**config.mk**
```make
export PLATFORM = sky130hd
export DESIGN_NAME = serial_rx
export DESIGN_NICKNAME = d
export VERILOG_FILES = /design/src/rtl/srx_pkg.sv /design/src/rtl/srx_sync.sv /design/src/rtl/srx_framer.sv /design/src/rtl/srx_buf.sv /design/src/rtl/serial_rx.sv
export SDC_FILE = /design/constraint.sdc
export NUM_CORES = 1
export LEC_CHECK = 0
export BUFFER_PORTS_ARGS = -buffer_cell sky130_fd_sc_hd__buf_2
export CORE_MARGIN = 5
export CORE_UTILIZATION = 54
export CTS_BUF_LIST = sky130_fd_sc_hd__clkbuf_8
export DETAILED_ROUTE_END_ITERATION = 6
export GPL_TIMING_DRIVEN = 0
export PLACE_DENSITY = 0.73
export SYNTH_ARGS = -nofsm -noshare
export SYNTH_HDL_FRONTEND = slang
export SYNTH_SLANG_ARGS = --single-unit
```
**constraint.sdc**
```tcl
create_clock -name clk -period 2.1 [get_ports clk]
set_input_delay 0.105 -clock clk [delete_from_list [all_inputs] [get_ports clk]]
set_output_delay 0.105 -clock clk [all_outputs]
set_load 0.02 [all_outputs]
```
**src/rtl/srx_pkg.sv**
```systemverilog
package srx_pkg;

  localparam int unsigned MAX_BITS = 9;

  typedef enum logic [2:0] {
    ST_IDLE,
    ST_START,
    ST_DATA,
    ST_PAR,
    ST_STOP
  } rx_state_e;

  // Character length from the size code; unused codes fall back to 8
  function automatic logic [3:0] char_bits(input logic [2:0] sel);
    logic [3:0] n;
    case (sel)
      3'd1:    n = 4'd9;
      3'd5:    n = 4'd5;
      3'd6:    n = 4'd6;
      3'd7:    n = 4'd7;
      default: n = 4'd8;
    endcase
    return n;
  endfunction

endpackage

```
**src/rtl/srx_sync.sv**
```systemverilog
module srx_sync #(
  parameter int unsigned STAGES = 2,
  parameter logic        RST_VAL = 1'b1
) (
  input  logic clk,
  input  logic rst_n,
  input  logic d,
  output logic q
);

  logic [STAGES-1:0] chain_q;
  logic [STAGES-1:0] chain_d;

  always_comb begin
    chain_d = {chain_q[STAGES-2:0], d};
  end

  always_ff @(posedge clk or negedge rst_n) begin
    if (!rst_n) chain_q <= {STAGES{RST_VAL}};
    else        chain_q <= chain_d;
  end

  assign q = chain_q[STAGES-1];

endmodule

```
**src/rtl/srx_framer.sv**
```systemverilog
module srx_framer
  import srx_pkg::*;
#(
  parameter int unsigned DW  = 9,
  parameter int unsigned OSR = 16
) (
  input  logic          clk,
  input  logic          rst_n,
  input  logic          en,
  input  logic          tick,
  input  logic          rxd,
  input  logic [3:0]    nbits,
  input  logic          par_en,
  input  logic          par_odd,
  output logic          start_o,
  output logic          push_o,
  output logic [DW-1:0] data_o,
  output logic          ferr_o,
  output logic          perr_o
);

  localparam int unsigned PHW   = $clog2(OSR);
  localparam logic [PHW-1:0] SMP_A = PHW'(OSR / 2 - 1);
  localparam logic [PHW-1:0] SMP_B = PHW'(OSR / 2);
  localparam logic [PHW-1:0] SMP_C = PHW'(OSR / 2 + 1);
  localparam logic [PHW-1:0] PH_LAST = PHW'(OSR - 1);

  rx_state_e      state_q, state_d;
  logic [PHW-1:0] ph_q, ph_d, ph_inc;
  logic [3:0]     bidx_q, bidx_d;
  logic           vote_a_q, vote_a_d;
  logic           vote_b_q, vote_b_d;
  logic [DW-1:0]  data_q, data_d;
  logic           ferr_q, ferr_d;
  logic           perr_q, perr_d;
  logic           start_q, start_d;
  logic           push_q, push_d;
  logic           maj;

  always_comb begin
    state_d  = state_q;
    ph_d     = ph_q;
    bidx_d   = bidx_q;
    vote_a_d = vote_a_q;
    vote_b_d = vote_b_q;
    data_d   = data_q;
    ferr_d   = ferr_q;
    perr_d   = perr_q;
    start_d  = 1'b0;
    push_d   = 1'b0;
    ph_inc   = ph_q + PHW'(1);
    maj      = (vote_a_q & vote_b_q) | (vote_a_q & rxd) | (vote_b_q & rxd);

    if (!en) begin
      state_d = ST_IDLE;
      ph_d    = '0;
    end else if (tick) begin
      if (state_q == ST_IDLE) begin
        if (!rxd) begin
          state_d = ST_START;
          ph_d    = '0;
          bidx_d  = '0;
          data_d  = '0;
          ferr_d  = 1'b0;
          perr_d  = 1'b0;
        end
      end else begin
        ph_d = ph_inc;
        if (ph_inc == SMP_A) vote_a_d = rxd;
        if (ph_inc == SMP_B) vote_b_d = rxd;
        if (ph_inc == SMP_C) begin
          case (state_q)
            ST_START: begin
              if (maj) state_d = ST_IDLE;   // false start
              else     start_d = 1'b1;      // confirmed
            end
            ST_DATA: begin
              for (int i = 0; i < DW; i++) begin
                if (bidx_q == 4'(i)) data_d[i] = maj;
              end
            end
            ST_PAR: begin
              perr_d = (((^data_q) ^ maj) != par_odd);
            end
            ST_STOP: begin
              ferr_d  = !maj;
              push_d  = 1'b1;
              state_d = ST_IDLE;
            end
            default: ;
          endcase
        end
        if (ph_q == PH_LAST) begin
          case (state_q)
            ST_START: state_d = ST_DATA;
            ST_DATA: begin
              if (bidx_q == nbits - 4'd1) state_d = par_en ? ST_PAR : ST_STOP;
              else                        bidx_d  = bidx_q + 4'd1;
            end
            ST_PAR:  state_d = ST_STOP;
            default: ;
          endcase
        end
      end
    end
  end

  always_ff @(posedge clk or negedge rst_n) begin
    if (!rst_n) begin
      state_q  <= ST_IDLE;
      ph_q     <= '0;
      bidx_q   <= '0;
      vote_a_q <= 1'b1;
      vote_b_q <= 1'b1;
      data_q   <= '0;
      ferr_q   <= 1'b0;
      perr_q   <= 1'b0;
      start_q  <= 1'b0;
      push_q   <= 1'b0;
    end else begin
      state_q  <= state_d;
      ph_q     <= ph_d;
      bidx_q   <= bidx_d;
      vote_a_q <= vote_a_d;
      vote_b_q <= vote_b_d;
      data_q   <= data_d;
      ferr_q   <= ferr_d;
      perr_q   <= perr_d;
      start_q  <= start_d;
      push_q   <= push_d;
    end
  end

  assign start_o = start_q;
  assign push_o  = push_q;
  assign data_o  = data_q;
  assign ferr_o  = ferr_q;
  assign perr_o  = perr_q;

endmodule

```
**src/rtl/srx_buf.sv**
```systemverilog
module srx_buf #(
  parameter int unsigned W     = 11,
  parameter int unsigned DEPTH = 2
) (
  input  logic         clk,
  input  logic         rst_n,
  input  logic         flush,
  input  logic         push,
  input  logic [W-1:0] din,
  input  logic         pop,
  output logic [W-1:0] dout,
  output logic         nonempty,
  output logic         ovf
);

  localparam int unsigned PW = (DEPTH > 1) ? $clog2(DEPTH) : 1;
  localparam int unsigned CW = $clog2(DEPTH + 1);
  localparam logic [PW-1:0] P_LAST = PW'(DEPTH - 1);
  localparam logic [CW-1:0] C_FULL = CW'(DEPTH);

  logic [W-1:0]  mem_q [DEPTH];
  logic [PW-1:0] wp_q, wp_d, rp_q, rp_d;
  logic [CW-1:0] cnt_q, cnt_d;
  logic          ovf_q, ovf_d;
  logic          pop_ok, push_ok;

  always_comb begin
    pop_ok  = pop && (cnt_q != '0);
    push_ok = push && ((cnt_q != C_FULL) || pop_ok);
    wp_d    = wp_q;
    rp_d    = rp_q;
    cnt_d   = cnt_q;
    ovf_d   = ovf_q;
    if (flush) begin
      wp_d  = '0;
      rp_d  = '0;
      cnt_d = '0;
      ovf_d = 1'b0;
    end else begin
      if (push_ok) wp_d = (wp_q == P_LAST) ? '0 : wp_q + PW'(1);
      if (pop_ok)  rp_d = (rp_q == P_LAST) ? '0 : rp_q + PW'(1);
      if (push_ok && !pop_ok)      cnt_d = cnt_q + CW'(1);
      else if (pop_ok && !push_ok) cnt_d = cnt_q - CW'(1);
      if (push && !push_ok) ovf_d = 1'b1;
    end
  end

  always_ff @(posedge clk or negedge rst_n) begin
    if (!rst_n) begin
      wp_q  <= '0;
      rp_q  <= '0;
      cnt_q <= '0;
      ovf_q <= 1'b0;
    end else begin
      wp_q  <= wp_d;
      rp_q  <= rp_d;
      cnt_q <= cnt_d;
      ovf_q <= ovf_d;
    end
  end

  for (genvar g = 0; g < DEPTH; g++) begin : g_slot
    always_ff @(posedge clk) begin
      if (!flush && push_ok && (wp_q == PW'(g))) mem_q[g] <= din;
    end
  end

  assign nonempty = (cnt_q != '0);
  assign dout     = nonempty ? mem_q[rp_q] : '0;
  assign ovf      = ovf_q;

endmodule

```
**src/rtl/serial_rx.sv**
```systemverilog
module serial_rx
  import srx_pkg::*;
#(
  parameter int unsigned DW        = MAX_BITS,
  parameter int unsigned OSR       = 16,
  parameter int unsigned BUF_DEPTH = 2,
  parameter int unsigned SYNC_LEN  = 2
) (
  input  logic          clk,
  input  logic          rst_n,
  input  logic          tick16,
  input  logic          rx_en,
  input  logic          rxd,
  input  logic [2:0]    char_sel,
  input  logic          par_en,
  input  logic          par_odd,
  input  logic          rd_stb,
  output logic [DW-1:0] rx_word,
  output logic          rx_done,
  output logic          rx_start,
  output logic          ferr,
  output logic          perr,
  output logic          ovf
);

  localparam int unsigned EW = DW + 2;

  logic          rst_l;
  logic          rxd_s;
  logic          fr_push, fr_ferr, fr_perr;
  logic [DW-1:0] fr_data;
  logic [EW-1:0] buf_in, buf_out;
  logic          buf_nonempty;

  // Reset: asserts at once, leaves reset on a clock edge
  srx_sync #(.STAGES(2), .RST_VAL(1'b0)) u_rst (
    .clk(clk), .rst_n(rst_n), .d(1'b1), .q(rst_l)
  );

  srx_sync #(.STAGES(SYNC_LEN), .RST_VAL(1'b1)) u_line (
    .clk(clk), .rst_n(rst_l), .d(rxd), .q(rxd_s)
  );

  srx_framer #(.DW(DW), .OSR(OSR)) u_framer (
    .clk(clk), .rst_n(rst_l), .en(rx_en), .tick(tick16), .rxd(rxd_s),
    .nbits(char_bits(char_sel)), .par_en(par_en), .par_odd(par_odd),
    .start_o(rx_start), .push_o(fr_push), .data_o(fr_data),
    .ferr_o(fr_ferr), .perr_o(fr_perr)
  );

  assign buf_in = {fr_ferr, fr_perr, fr_data};

  srx_buf #(.W(EW), .DEPTH(BUF_DEPTH)) u_buf (
    .clk(clk), .rst_n(rst_l), .flush(!rx_en), .push(fr_push), .din(buf_in),
    .pop(rd_stb), .dout(buf_out), .nonempty(buf_nonempty), .ovf(ovf)
  );

  assign rx_done = buf_nonempty;
  assign rx_word = buf_out[DW-1:0];
  assign perr    = buf_out[DW];
  assign ferr    = buf_out[DW+1];

endmodule

```
# Word-level counts from Yosys, hierarchy flattened
# Memories as Yosys holds them, arrays and structs flattened.
# Index checks and enable logic that the tools add are counted.
dict set report totals {
  ff_bits 35
  latch_bits 0
  ramBits 22
  rom_bits 0
  in_bits 11
  memories 1
}
dict set report op_classes {
  addsub 7
  mul 0
  n_div 0
  order_cmp 0
  eq_ne 31
  shift 0
  n_mux 70
  bitwise_logic 8
  reduce_logical 46
}
# memory words word_bits read_ports rd_ports_with_merged_regs write_ports line_no
set mem_list {}
lappend mem_list {u_buf.mem_q 2 11 1 0 1 srx_buf.sv:21} ;# logic [W-1:0] mem_q [DEPTH];
# op count
set op_table {}
lappend op_table {{6-bit AND reduction} 10}
lappend op_table {{1-bit 2-to-1 mux} 41}
lappend op_table {{9-bit 2-to-1 mux} 4}
lappend op_table {{4-bit 2-to-1 mux} 8}
lappend op_table {{2-bit nonzero test} 15}
lappend op_table {{3-bit 2-to-1 mux} 9}
lappend op_table {{11-bit 2-to-1 mux} 2}
lappend op_table {{4-bit by 3-bit equality test with 1-bit output, second input constant} 5}
lappend op_table {{4-bit equality test, second input constant} 4}
lappend op_table {{4-bit case mux with 4 select lines} 1}
lappend op_table {{3-bit equality test, second input constant} 4}
lappend op_table {{11-bit OR reduction} 1}
lappend op_table {{5-bit AND reduction} 2}
lappend op_table {{3-bit case mux with 3 select lines} 1}
lappend op_table {{9-bit parity} 1}
lappend op_table {{4-bit by 1-bit adder with 4-bit output, second input constant} 2}
lappend op_table {{4-bit by 2-bit equality test with 1-bit output, second input constant} 2}
lappend op_table {{1-bit logical AND} 8}
lappend op_table {{2-bit by 1-bit inequality test with 1-bit output, second input constant} 4}
lappend op_table {{4-bit AND reduction} 2}
lappend op_table {{3-bit by 1-bit equality test with 1-bit output, second input constant} 2}
lappend op_table {{3-bit by 2-bit equality test with 1-bit output, second input constant} 2}
lappend op_table {{2-bit 2-to-1 mux} 3}
lappend op_table {{2-bit inequality test, second input constant} 3}
lappend op_table {{19 further kinds} 26}

# Longest topological paths before layout
dict set report logic_depth {
  depth_word 12
  ltp_mapped 8
}

# Hierarchy
# A second synthesis with hierarchy kept.
dict set report hier_totals {
  hier_cells 282
  area_unflattened_um2 3108.0
}
# mod n_inst cells_per_inst area_each_um2
set modules_own_cells {}
lappend modules_own_cells {srx_framer 1 195 1851.8}
lappend modules_own_cells {srx_buf 1 76 1114.8}
lappend modules_own_cells {{srx_sync at u_line} 1 2 52.6}
lappend modules_own_cells {{srx_sync at u_rst} 1 2 50.0}
lappend modules_own_cells {serial_rx 1 7 38.8}

# Least setup slack after synthesis
# OpenSTA, ideal clock, no wires.
dict set report synth_path {
  path_kind {reg-to-reg}
  start {register u_framer.ph_q[0]}
  end {register u_framer.state_q[0]}
  setup_ps 124
  arrival_ps 1756
  t_required_ps 1976
  path_slack_ps 220
  path_stages_with_launch 8
  period_less_slack_ps 1880
  path_cell_list {dfrtp_1 ha_1 nor2_1 nand2_1 a21boi_4 a31oi_1 o31a_1 o31a_1}
}
dict set report synth_between {
  elab_chain_len 9
  elab_cells_between_ends 10
}
# element line_no
set synth_lines {}
lappend synth_lines {{start: declaration} srx_framer.sv:29} ;# logic [PHW-1:0] ph_q, ph_d, ph_inc;
lappend synth_lines {{start signal: assignment} srx_framer.sv:122} ;# ph_q <= ph_d;
lappend synth_lines {{4-bit by 1-bit adder with 4-bit output} srx_framer.sv:51} ;# ph_inc = ph_q + PHW'(1);
lappend synth_lines {{4-bit equality test} srx_framer.sv:71} ;# if (ph_inc == SMP_C) begin
lappend synth_lines {{3-bit 2-to-1 mux} srx_framer.sv:71}
lappend synth_lines {{3-bit 2-to-1 mux} srx_framer.sv:97} ;# if (bidx_q == nbits - 4'd1) state_d = par_en ? ST_PAR : ST_STOP;
lappend synth_lines {{3-bit case mux with 3 select lines} srx_framer.sv:94} ;# case (state_q)
lappend synth_lines {{3-bit 2-to-1 mux (*)} srx_framer.sv:93} ;# if (ph_q == PH_LAST) begin
lappend synth_lines {{3-bit 2-to-1 mux (*)} srx_framer.sv:58} ;# if (state_q == ST_IDLE) begin
lappend synth_lines {{3-bit 2-to-1 mux (*)} srx_framer.sv:57} ;# end else if (tick) begin
lappend synth_lines {{3-bit 2-to-1 mux (*)} srx_framer.sv:54} ;# if (!en) begin
lappend synth_lines {{end signal: assignment} srx_framer.sv:121} ;# state_q <= state_d;
lappend synth_lines {{end: declaration} srx_framer.sv:28} ;# rx_state_e state_q, state_d;
# Mark *: on every way between the ends. The rest lies on a longest branch, timed or not. The select of a mux whose other input is x is not followed.
# A chain may end at the register's enable or synchronous reset.

# Final worst setup path
dict set report layout_path {
  start {register u_framer.ph_q[1]}
  end {register u_framer.state_q[0]}
}
# Same word-level chain as after synthesis.

==> results.md <==
* Routability congestion estimate at 0.822
* WL/cell at 13.9 µm
* Worst hold slack at 0.0740 ns
* Top FF cell, synth: dfrtp_1
* DPL Wire Length at 3.93 mm
* Avg Inst Size Synth at 10.5 µm²
* NetSw at 0.503 mW
* Minimum clock period after layout at 2.00 ns
* H-tree levels at 3
* Flops & latches, synth at 57
* CTS tree: done
* Sw Ratio at 21.4%
* Die Y at 84.1 µm
* P_leak at 1.47 nW
* Type of origin of the critical path: flop
* Vias per cell at 5.40
* Gr ovfl total at 0
* Internal Dissipation at 1.85 mW
* Slew @ Worst Pin at 0.888 ns
* Crit path max-delay cell type: dfrtp_1
* Setup CP Type: reg -> reg
* TritonRoute pass-1 iters at 4
* PortBufs at 24
* Met1 Wirelength at 2.56 mm
* Seq/Total Area, Yosys at 52.0%
* Synth top area cells: dfrtp_1, edfxtp_1, mux2i_1
* CP required at 2.32 ns
* Dominant cell type by area after synthesis: dfrtp_1
* EDFF count, synth at 22
* Antenna violations before repair at 0
* Max-Slew Margin vs Limit at 40.6%
* Setup ws final at 0.104 ns
* Vias at 2,142
* Status: finished clean
* Vias in the first global route at 2,068
* Peak VDD IR at 0.438 mV
* Syn Inst Count at 282
* Clk_lat worst skew at 0.34 ns
* DR WL met3 at 298 µm
* Post-route DRC at 0
* Clk root buf: clkbuf_8
* Critical path, cell by cell: ha_2, and2_1, o21ai_1, a21boi_4, a31oi_1, o31a_1, o31a_1
* Layout cells sized above 1 at 16.9%
* Highest Signal Layer: met4
* Slowest stage delay, CP at 0.46 ns
* HP Class: in -> async
* Synthesis Warnings at 0
* Drt initial violations at 96
* Synth unique cells at 52
* Tot Pwr at 2.35 mW
* Pre-CTS setup slack at -0.0478 ns
* Core area at 0.00541 mm²
* Site Rows at 27
* Crit end category: flop
* Largest net degree at the start of global routing at 34
* Post-layout util at 63.2%
* Comb pwr share at 3.6%
* Tcrit/Tclk final at 95.0%
* I/O pin cnt at 25
* Die ar. at 0.00707 mm²
* Syn Nets at 301
* Power per cell area at 688 mW/mm²
* Max-cap check violation count at 0
* Number of diodes at 0
* Asr flop ratio synth at 61.4%
* Final setup vio count at 0
* Die W at 84.1 µm
* TritonCTS Sinks at 57
* Area delta synth->final at 15.4%
* First-pass GRT wire length at 9.52 mm
* Clock power frac at 46.3%
* Post-Route WL at 5.52 mm
* Nets at 339
* CP Max Fanout at 7
* Synthesized area at 0.00296 mm²
* Most Frequent Cell on Critical Path: o31a_1
* Routed wl met2 at 2.57 mm
* Clock Tree Buf Depth at 2
* CTS buffer count at 9
* Clock-pin slew on the worst setup and hold paths at 0.06 ns
* Final Hold Fails at 0
* Final Skew at 0.00642 ns
* Max Freq at 501 MHz
* Antenna-violating nets left at 0
* Synth top area share at 26.2%
* Layout Cells excl Fill at 397
* Seq pwr share at 50.1%
* Dpl cells at 378
* Crit path arrival time at 2.22 ns
* Starting Density at 54.8%
* Max-slew violation count at 0
* Overall routing resource usage at 17.1%
==> logic make-up after synthesis <==
family / share of synthesized area (%)
compound gates: 11.7
xor+xnor: 4.14
fa+ha+maj: 3.72
buf+inv: 2.87
flops: 52.0
mux: 7.52
other cells: 0.127
simple gates: 17.9
==> worst max-delay path: cells and delay by family, from the launching register on <==
| kind | cells | cell delay [ns] |
|---|---|---|
| flops | 1 | 0.46 |
| compound gates | 5 | 0.98 |
| simple gates | 1 | 0.17 |
| fa+ha+maj | 1 | 0.27 |
==> sequential cells by signal, summed over array words and instances (netlist names), 2 cells and up <==
register          cells
u_rst.chain_q         2
u_framer.state_q      3
u_buf.mem_q          22
u_framer.ph_q         4
u_framer.data_o       9
u_framer.bidx_q       4
u_line.chain_q        2
u_buf.cnt_q           2
==> Yosys cell counts, types with 4 or more instances <==
cell type,instances
and3_1,6
dfstp_2,4
a21oi_1,9
nand2b_1,5
o31ai_1,5
nor3_1,9
clkbuf_1,5
nand3_1,8
dfrtp_1,31
inv_1,14
xnor2_1,13
ha_1,8
mux2i_1,20
nand2_1,33
edfxtp_1,22
o21ai_0,16
nor2_1,24
and2_1,5
==> what timing repair did <==
item,4_1_cts,5_1_grt
endpoints found under the hold margin,3,0
resized for setup,1,1
hold buffers,2,0
endpoints found under the setup margin,1,6
pin swaps,1,0
setup buffers,2,0
==> metal layers <==
| metal | track usage [%] | vias to the layer above |
|---|---|---|
| met5 | 0 | - |
| met4 | 7.31 | 0 |
| met3 | 5.43 | 10 |
| met2 | 26.8 | 45 |
| met1 | 21.8 | 1001 |
| li1 | - | 1086 |
==> power by group through the flow <==
| stage | Sequential, mW | Combinational, mW | Clock (mW) |
|---|---|---|---|
| after CTS | 1.18 | 0.0832 | 1.11 |
| after detailed placement | 1.20 | 0.0797 | 0 |
| after global placement | 1.20 | 0.0772 | 0 |
| final | 1.18 | 0.0836 | 1.09 |
| after floorplan | 1.19 | 0.0501 | 0 |
| after global routing | 1.18 | 0.0937 | 1.17 |
==> cells in the final DEF (no fill, tap or decap), types with 4 or more instances in the layout <==
cell type  netlist  layout
xnor2_1         13      13
o31ai_1          5       5
and3_1           6       6
dfstp_2          4       4
nand3_1          8       8
buf_2            2      26
nor2_1          24      24
mux2i_1         20      20
ha_1             8       7
nor3_1           9       9
edfxtp_1        22      22
nand2b_1         5       5
o21ai_0         16      16
dfrtp_1         31      29
clkbuf_1         5       4
clkbuf_8         0       9
a21oi_1          9       9
nand2_1         33      33
and2_1           5       5
inv_1           14      15
==> path summary, 6_finish.rpt <==
kind / endpoint / from / slack (ns) / cells after the start
min in group clk: u_framer.vote_a_q / tick16 / 0.11 / 3
worst min register to register: u_framer.ph_q[2] / u_rst.chain_q[1] / 0.34 / 0
worst max-delay path: u_framer.state_q[0] / u_framer.ph_q[1] / 0.10 / 7
worst max register to register: u_framer.state_q[0] / u_framer.ph_q[1] / 0.10 / 7
worst min-delay path: u_rst.chain_q[0] / rst_n / 0.07 / 2
max in group asynchronous: u_framer.ph_q[0] / u_rst.chain_q[1] / 1.26 / 0
==> per-stage QoR <==
step,setup TNS (ns),area [µm²]
global placement,-0.0297,3170
detailed placement,-0.0478,3170
global route,-0.000659,3420
floorplan,0,2960
finish,0,3420
CTS,0,3420
==> layout make-up <==
type | instances | area (µm²)
fill | 444 | 1990
clock inverter | 7 | 86.3
clock buffer | 9 | 124
sequential | 57 | 1540
inverter | 14 | 52.6
tap | 72 | 90.1
multi-input combinational | 203 | 1340
buffer | 7 | 28.8
timing repair buffer | 28 | 155
(Power assumes the default switching activity.)
